`src/rtl/qtg_pkg.sv`:
```
package qtg_pkg;
  // Number of sub-units per sample period; the slot structure depends on it.
  localparam int unsigned QUARTERS = 4;
  // Flops in the reset-release synchronizer.
  localparam int unsigned SYNC_STAGES = 2;

  // Shortest legal spacing between toggles, in output steps (0.29 of a period).
  function automatic int unsigned min_run_bits(input int unsigned steps);
    return (2 * steps) / 7;
  endfunction
endpackage

```
`src/rtl/qtg_slot_pulse.sv`:
```
// One sub-unit: a one-hot pulse at the coded step of its slot, or none.
module qtg_slot_pulse #(
  parameter  int unsigned SLOT_BITS = 4,
  localparam int unsigned POS_W     = (SLOT_BITS > 1) ? $clog2(SLOT_BITS) : 1
) (
  input  logic                 en,
  input  logic [POS_W-1:0]     code,
  output logic [SLOT_BITS-1:0] pulse
);
  for (genvar i = 0; i < SLOT_BITS; i++) begin : g_step
    assign pulse[i] = en & (code == POS_W'(i));
  end
endmodule

```
`src/rtl/qtg_pulse_merge.sv`:
```
// Places each slot's pulses at its quarter of the period and ORs them together.
module qtg_pulse_merge import qtg_pkg::*; #(
  parameter  int unsigned SLOT_BITS = 4,
  localparam int unsigned STEPS     = QUARTERS * SLOT_BITS
) (
  input  logic [STEPS-1:0] slot_pulse,
  output logic [STEPS-1:0] tog
);
  logic [STEPS-1:0] placed [QUARTERS];

  for (genvar q = 0; q < QUARTERS; q++) begin : g_place
    assign placed[q] = STEPS'(slot_pulse[q*SLOT_BITS +: SLOT_BITS]) << (q * SLOT_BITS);
  end

  always_comb begin
    tog = '0;
    for (int q = 0; q < QUARTERS; q++) begin
      tog = tog | placed[q];
    end
  end
endmodule

```
`src/rtl/qtg_toggle_reg.sv`:
```
// Toggle register: walks the merged pulse train step by step and carries the level.
module qtg_toggle_reg #(
  parameter int unsigned STEPS = 16
) (
  input  logic             clk,
  input  logic             rst_n,
  input  logic [STEPS-1:0] tog,
  output logic [STEPS-1:0] bits_q
);
  logic [STEPS-1:0] bits_d;

  always_comb begin
    logic lvl;
    lvl = bits_q[STEPS-1];
    for (int j = 0; j < STEPS; j++) begin
      lvl       = lvl ^ tog[j];
      bits_d[j] = lvl;
    end
  end

  always_ff @(posedge clk or negedge rst_n) begin
    if (!rst_n) begin
      bits_q <= '0;
    end else begin
      bits_q <= bits_d;
    end
  end
endmodule

```
`src/rtl/qtg_edge_gen.sv`:
```
module qtg_edge_gen import qtg_pkg::*; #(
  parameter  int unsigned BITS_PER_SAMPLE = 16,
  localparam int unsigned SLOT_BITS       = BITS_PER_SAMPLE / QUARTERS,
  localparam int unsigned POS_W           = (SLOT_BITS > 1) ? $clog2(SLOT_BITS) : 1
) (
  input  logic                        clk,
  input  logic                        rst_n,
  input  logic [QUARTERS-1:0]         q_en,
  input  logic [QUARTERS*POS_W-1:0]   q_pos,
  output logic [BITS_PER_SAMPLE-1:0]  bits_out
);
  // Reset: asserted asynchronously, released after SYNC_STAGES edges.
  logic [SYNC_STAGES-1:0] rst_pipe_q;
  logic [SYNC_STAGES-1:0] rst_pipe_d;
  logic                   rst_sync_n;

  always_comb begin
    rst_pipe_d = {rst_pipe_q[SYNC_STAGES-2:0], 1'b1};
  end

  always_ff @(posedge clk or negedge rst_n) begin
    if (!rst_n) begin
      rst_pipe_q <= '0;
    end else begin
      rst_pipe_q <= rst_pipe_d;
    end
  end

  assign rst_sync_n = rst_pipe_q[SYNC_STAGES-1];

  // Per-quarter pulse generation.
  logic [BITS_PER_SAMPLE-1:0] slot_pulse;

  for (genvar q = 0; q < QUARTERS; q++) begin : g_quarter
    qtg_slot_pulse #(.SLOT_BITS(SLOT_BITS)) u_slot (
      .en    (q_en[q]),
      .code  (q_pos[q*POS_W +: POS_W]),
      .pulse (slot_pulse[q*SLOT_BITS +: SLOT_BITS])
    );
  end

  // Merge and toggle.
  logic [BITS_PER_SAMPLE-1:0] tog;

  qtg_pulse_merge #(.SLOT_BITS(SLOT_BITS)) u_merge (
    .slot_pulse (slot_pulse),
    .tog        (tog)
  );

  qtg_toggle_reg #(.STEPS(BITS_PER_SAMPLE)) u_tff (
    .clk    (clk),
    .rst_n  (rst_sync_n),
    .tog    (tog),
    .bits_q (bits_out)
  );
endmodule

```
`config.mk`:
```
export PLATFORM = sky130hd
export DESIGN_NAME = qtg_edge_gen
export DESIGN_NICKNAME = d
export VERILOG_FILES = /design/src/rtl/qtg_pkg.sv /design/src/rtl/qtg_slot_pulse.sv /design/src/rtl/qtg_pulse_merge.sv /design/src/rtl/qtg_toggle_reg.sv /design/src/rtl/qtg_edge_gen.sv
export SDC_FILE = /design/constraint.sdc
export NUM_CORES = 1
export LEC_CHECK = 0
export CORE_AREA = 2 2 39 41
export DETAILED_ROUTE_END_ITERATION = 7
export DIE_AREA = 0 0 41 43
export DONT_BUFFER_PORTS = 1
export MAX_ROUTING_LAYER = met4
export PLACE_DENSITY = 0.72
export SYNTH_ARGS = -nofsm -noshare
export SYNTH_HDL_FRONTEND = slang
export SYNTH_SLANG_ARGS = --single-unit
```
`constraint.sdc`:
```
create_clock -name clk -period 1.8 [get_ports clk]
set_input_delay 0.27 -clock clk [delete_from_list [all_inputs] [get_ports clk]]
set_output_delay 0.27 -clock clk [all_outputs]
set_load 0.02 [all_outputs]
```
## Word level (Yosys, flattened, before mapping)

Cells that the tools add are included.

- Register bits: 18
- Output and inout port bits: 16
- Word-level logic and storage cells: 53

- Equality and inequality tests: 12
- Bitwise operators: 35
- Reduce and logical (&&, ||, !) cells: 4

Operators with widths:

| operator | number |
|---|---|
| $and A1 B1 Y1 | 16 |
| $eq A2 B2 Y1 const B | 8 |
| $or A12 B16 Y16 | 1 |
| $xor A1 B1 Y1 | 16 |
| $or A8 B12 Y12 | 1 |
| $eq A2 B1 Y1 const B | 4 |
| $logic_not A2 Y1 | 4 |
| $or A4 B8 Y8 | 1 |

## Longest topological paths before layout

- Depth in word-level cells: 21
- Depth in mapped cells: 3

## Modules after synthesis

A second synthesis with hierarchy kept.

- Cells, all modules: 84
- Area, all modules: 1218.7 µm²

Modules (own cells, without submodules):

| module | instances | cells each | area each (µm²) | sequential area each (µm²) |
|---|---|---|---|---|
| qtg_toggle_reg | 1 | 49 | 894.6 | 400.4 |
| qtg_slot_pulse | 4 | 4 | 37.5 | 0.0 |
| qtg_pulse_merge | 1 | 16 | 120.1 | 0.0 |
| qtg_edge_gen | 1 | 3 | 53.8 | 50.0 |

## Worst setup path before layout

OpenSTA, ideal clock, no wires.

- Kind: reg2reg
- Start: register u_tff.bits_q[15]
- End: register u_tff.bits_q[14]
- Setup time: 0.130 ns
- Arrival time: 1.235 ns
- Path slack: 0.435 ns
- Cell stages (with the launch flop): 4
- Buffers on the path: 0
- Period minus slack after synthesis: 1.365 ns
- Path through: dfrtp_1 xnor2_4 xnor2_4 xor2_1

- Word-level cells in the longest chain between the ends: 15

Ends and longest elaborated chain:

| item | line | RTL |
|---|---|---|
| from (decl) | qtg_toggle_reg.sv:8 | `output logic [STEPS-1:0] bits_q` |
| from (signal assigned) | qtg_toggle_reg.sv:25 | `bits_q <= bits_d;` |
| $xor A1 B1 Y1 (15 in series) | qtg_toggle_reg.sv:16 | `lvl = lvl ^ tog[j];` |
| net u_tff.bits_d[14] | qtg_toggle_reg.sv:10 | `logic [STEPS-1:0] bits_d;` |

The timed path passes the listed nets, and every way through them passes these cells.

## Worst setup path in the final report

Ends and elaborated chain as after synthesis.

==> results.py <==
metrics = {
    "outcome": {
        "status": "complete, no violations",
    },
    "global_routing": {
        "grt_pass1_wl_mm": 1.61,
        "grt_overflow": 0,
        "grt_pass1_vias": 368,
        "antenna_found_initial": 0,
        "grt_max_degree": 17,
        "track_usage_pct": 14.8,
    },
    "power_and_ir_drop": {
        "ir_drop_mv": 0.879,
        "p_leak_uw": 0.000352,
        "power_density_nw_per_um2": 1890,
    },
    "sta": {
        "drv_slew": 0,
        "worst-slew-pin-transition_ns": 0.609,
        "post-route-min-period_ns": 1.45,
        "final_hold_viol_count": 0,
        "max_freq_mhz": 689,
        "rsz0062_at_grt": "false",
        "fin_tns_setup_ns": 0,
        "final.period_utilization_pct": 80.6,
        "hold_slack_ns": 0.0650,
        "skew_ns": 0.00142,
        "setup_viol": 0,
        "slew-limit-headroom_pct": 59.4,
    },
    "critical_path": {
        "cp_top_family": "XOR/XNOR gates",
        "crit_type": "flip-flop to flip-flop",
        "critPathMaxFanout": 5,
        "slowest_delay_ns": 0.56,
        "end_kind": "flip-flop",
        "cp_num_buf_inv": 0,
        "start_kind": "flip-flop",
        "crit_path_frequent_cell": "xnor2_4",
        "slowest_stage": "dfrtp_1",
        "crit_chain": "xnor2_4, xnor2_4, xor2_1",
        "crit_required_ns": 1.97,
        "crit_arrival_ns": 1.62,
    },
    "die": {
        "start_util_pct": 54.1,
        "die_h_um": 43,
        "die-area_um2": 1760,
        "core_area_um2": 1380,
        "fp.dieW_um": 41,
        "ios": 30,
        "rows": 14,
    },
    "logic_synthesis": {
        "synth_cell_types": 11,
        "avgSynthCellArea_um2": 13.6,
        "yosys-top-cells-area": "dfrtp_1 (60%), xnor2_1 (13%), xnor2_4 (7.4%)",
        "yosysWarnings": 0,
        "yosysTopAreaCellShare_pct": 60.2,
        "synth_area_um2": 748,
        "ys_ff_latch": 18,
        "syn_inst": 55,
        "yosys.area.top_type": "dfrtp_1",
        "yosysSeqAreaShare_pct": 60.2,
        "synth_nets": 69,
    },
    "clocking": {
        "clkSinkCount": 18,
        "htree_levels": 1,
        "path_clk_slew_ns": 0.09,
        "cts-resized-gates": 0,
        "ctsHoldBuffers": 1,
        "cts_buffers": 3,
        "clockRootBuffer": "clkbuf_4",
        "clk_path_buf_depth": 2,
        "cts_tree": "yes",
        "postCtsSetupBuffers": 0,
        "clk_latency_ns": 0.28,
    },
    "finish": {
        "fill_cells": 110,
        "final_common_cell": "dfrtp_1",
        "antenna_cells": 0,
        "final_nets": 75,
        "area.sequential_um2": 450,
        "multiInputGateArea_um2": 287,
        "final_cell_mix": "dfrtp_1 (18), xnor2_1 (11), nand2_1 (8), nor2b_1 (6)",
        "areaGrowthSynthToFinish_pct": 8.86,
        "instances_no_fill": 76,
        "drive_gt1_share_pct": 11.7,
    },
    "placement": {
        "gp_congestion": 0.564,
        "dp.final_hpwl_um": 746,
        "portBuffers": 0,
        "dp_cells": 71,
    },
    "routing": {
        "drt-wirelength-per-cell_um": 12.2,
        "dr.pass1.iters": 1,
        "vias": 358,
        "drc": 0,
        "first_iter_violations": 0,
        "viasPerCell": 4.71,
        "drt_wl_total_um": 926,
        "final_antenna_net_count": 0,
    },
    "hold_path": {
        "min_path_type": "input pin to flip-flop",
    },
    "flow_run": {
        "maxCapViolCount": 0,
    },
}
[where the power goes]
part           switching (µW)  internal (µW)  total [µW]
clock                     115            123         238
sequential                342            593         935
combinational             168            198         366
[Yosys cell counts]
master	instances
inv_1	3
xor2_1	3
xnor2_4	2
xor2_4	1
xnor2_1	11
nand2_1	8
nor2b_1	6
conb_1	1
nor2_1	1
nand2b_1	1
dfrtp_1	18
[layer usage]
layer | global-route usage, % | wire (µm) | vias up
met3 | 6.81 | 87 | 2
met4 | 12.0 | 15 | 0
met2 | 18.4 | 495 | 17
met5 | - | 0 | -
met1 | 17.5 | 328 | 170
li1 | - | - | 169
[stage by stage]
stage | worst slack (ns) | area [µm²] | util, % | total power [µW]
2_1_floorplan | 0.435 | 748 | - | 1260
3_3_place_gp | 0.378 | 768 | 55.5 | 1310
3_5_place_dp | 0.357 | 768 | 55.5 | 1320
4_1_cts | 0.339 | 815 | 58.9 | 1560
5_1_grt | 0.242 | 815 | 58.9 | 1650
6_report | 0.349 | 815 | 58.9 | 1540
[worst reg2reg max path, delay by kind of cell, from the launching register on]
kind | cells | cell delay [ns]
xor gates and xnor gates | 3 | 0.78
DFF | 1 | 0.56
[kinds of logic after synthesis]
kind of cell,Yosys count,synth area share [%]
XOR/XNOR,17,27.4
AND/OR/NAND/NOR,16,10.4
flip-flops,18,60.2
other,1,0.501
buffers and inverters,3,1.50
[flip-flops by register name (all words and copies together) (netlist names)]
signal        count
rst_pipe_q        2
u_tff.bits_q     16
[final cells by class]
cell class | count | area share (%)
Timing Repair Buffer | 1 | 1.23
Sequential cell | 18 | 55.3
Inverter | 3 | 1.38
Clock buffer | 4 | 4.45
Tap cell | 16 | 2.46
Multi-Input combinational cell | 34 | 35.2
[worst paths after layout]
check	startpoint	endpoint	slack [ns]	cells past startpoint
max in group asynchronous	rst_pipe_q[1]	u_tff.bits_q[5]	1.15	0
max	u_tff.bits_q[15]	u_tff.bits_q[14]	0.35	3
min in group asynchronous	rst_n	rst_pipe_q[1]	0.20	1
max reg2reg	u_tff.bits_q[15]	u_tff.bits_q[14]	0.35	3
min reg2reg	rst_pipe_q[1]	u_tff.bits_q[6]	0.26	0
min	q_en[3]	u_tff.bits_q[15]	0.06	1
No activity file was read; power rests on OpenSTA's default activity.
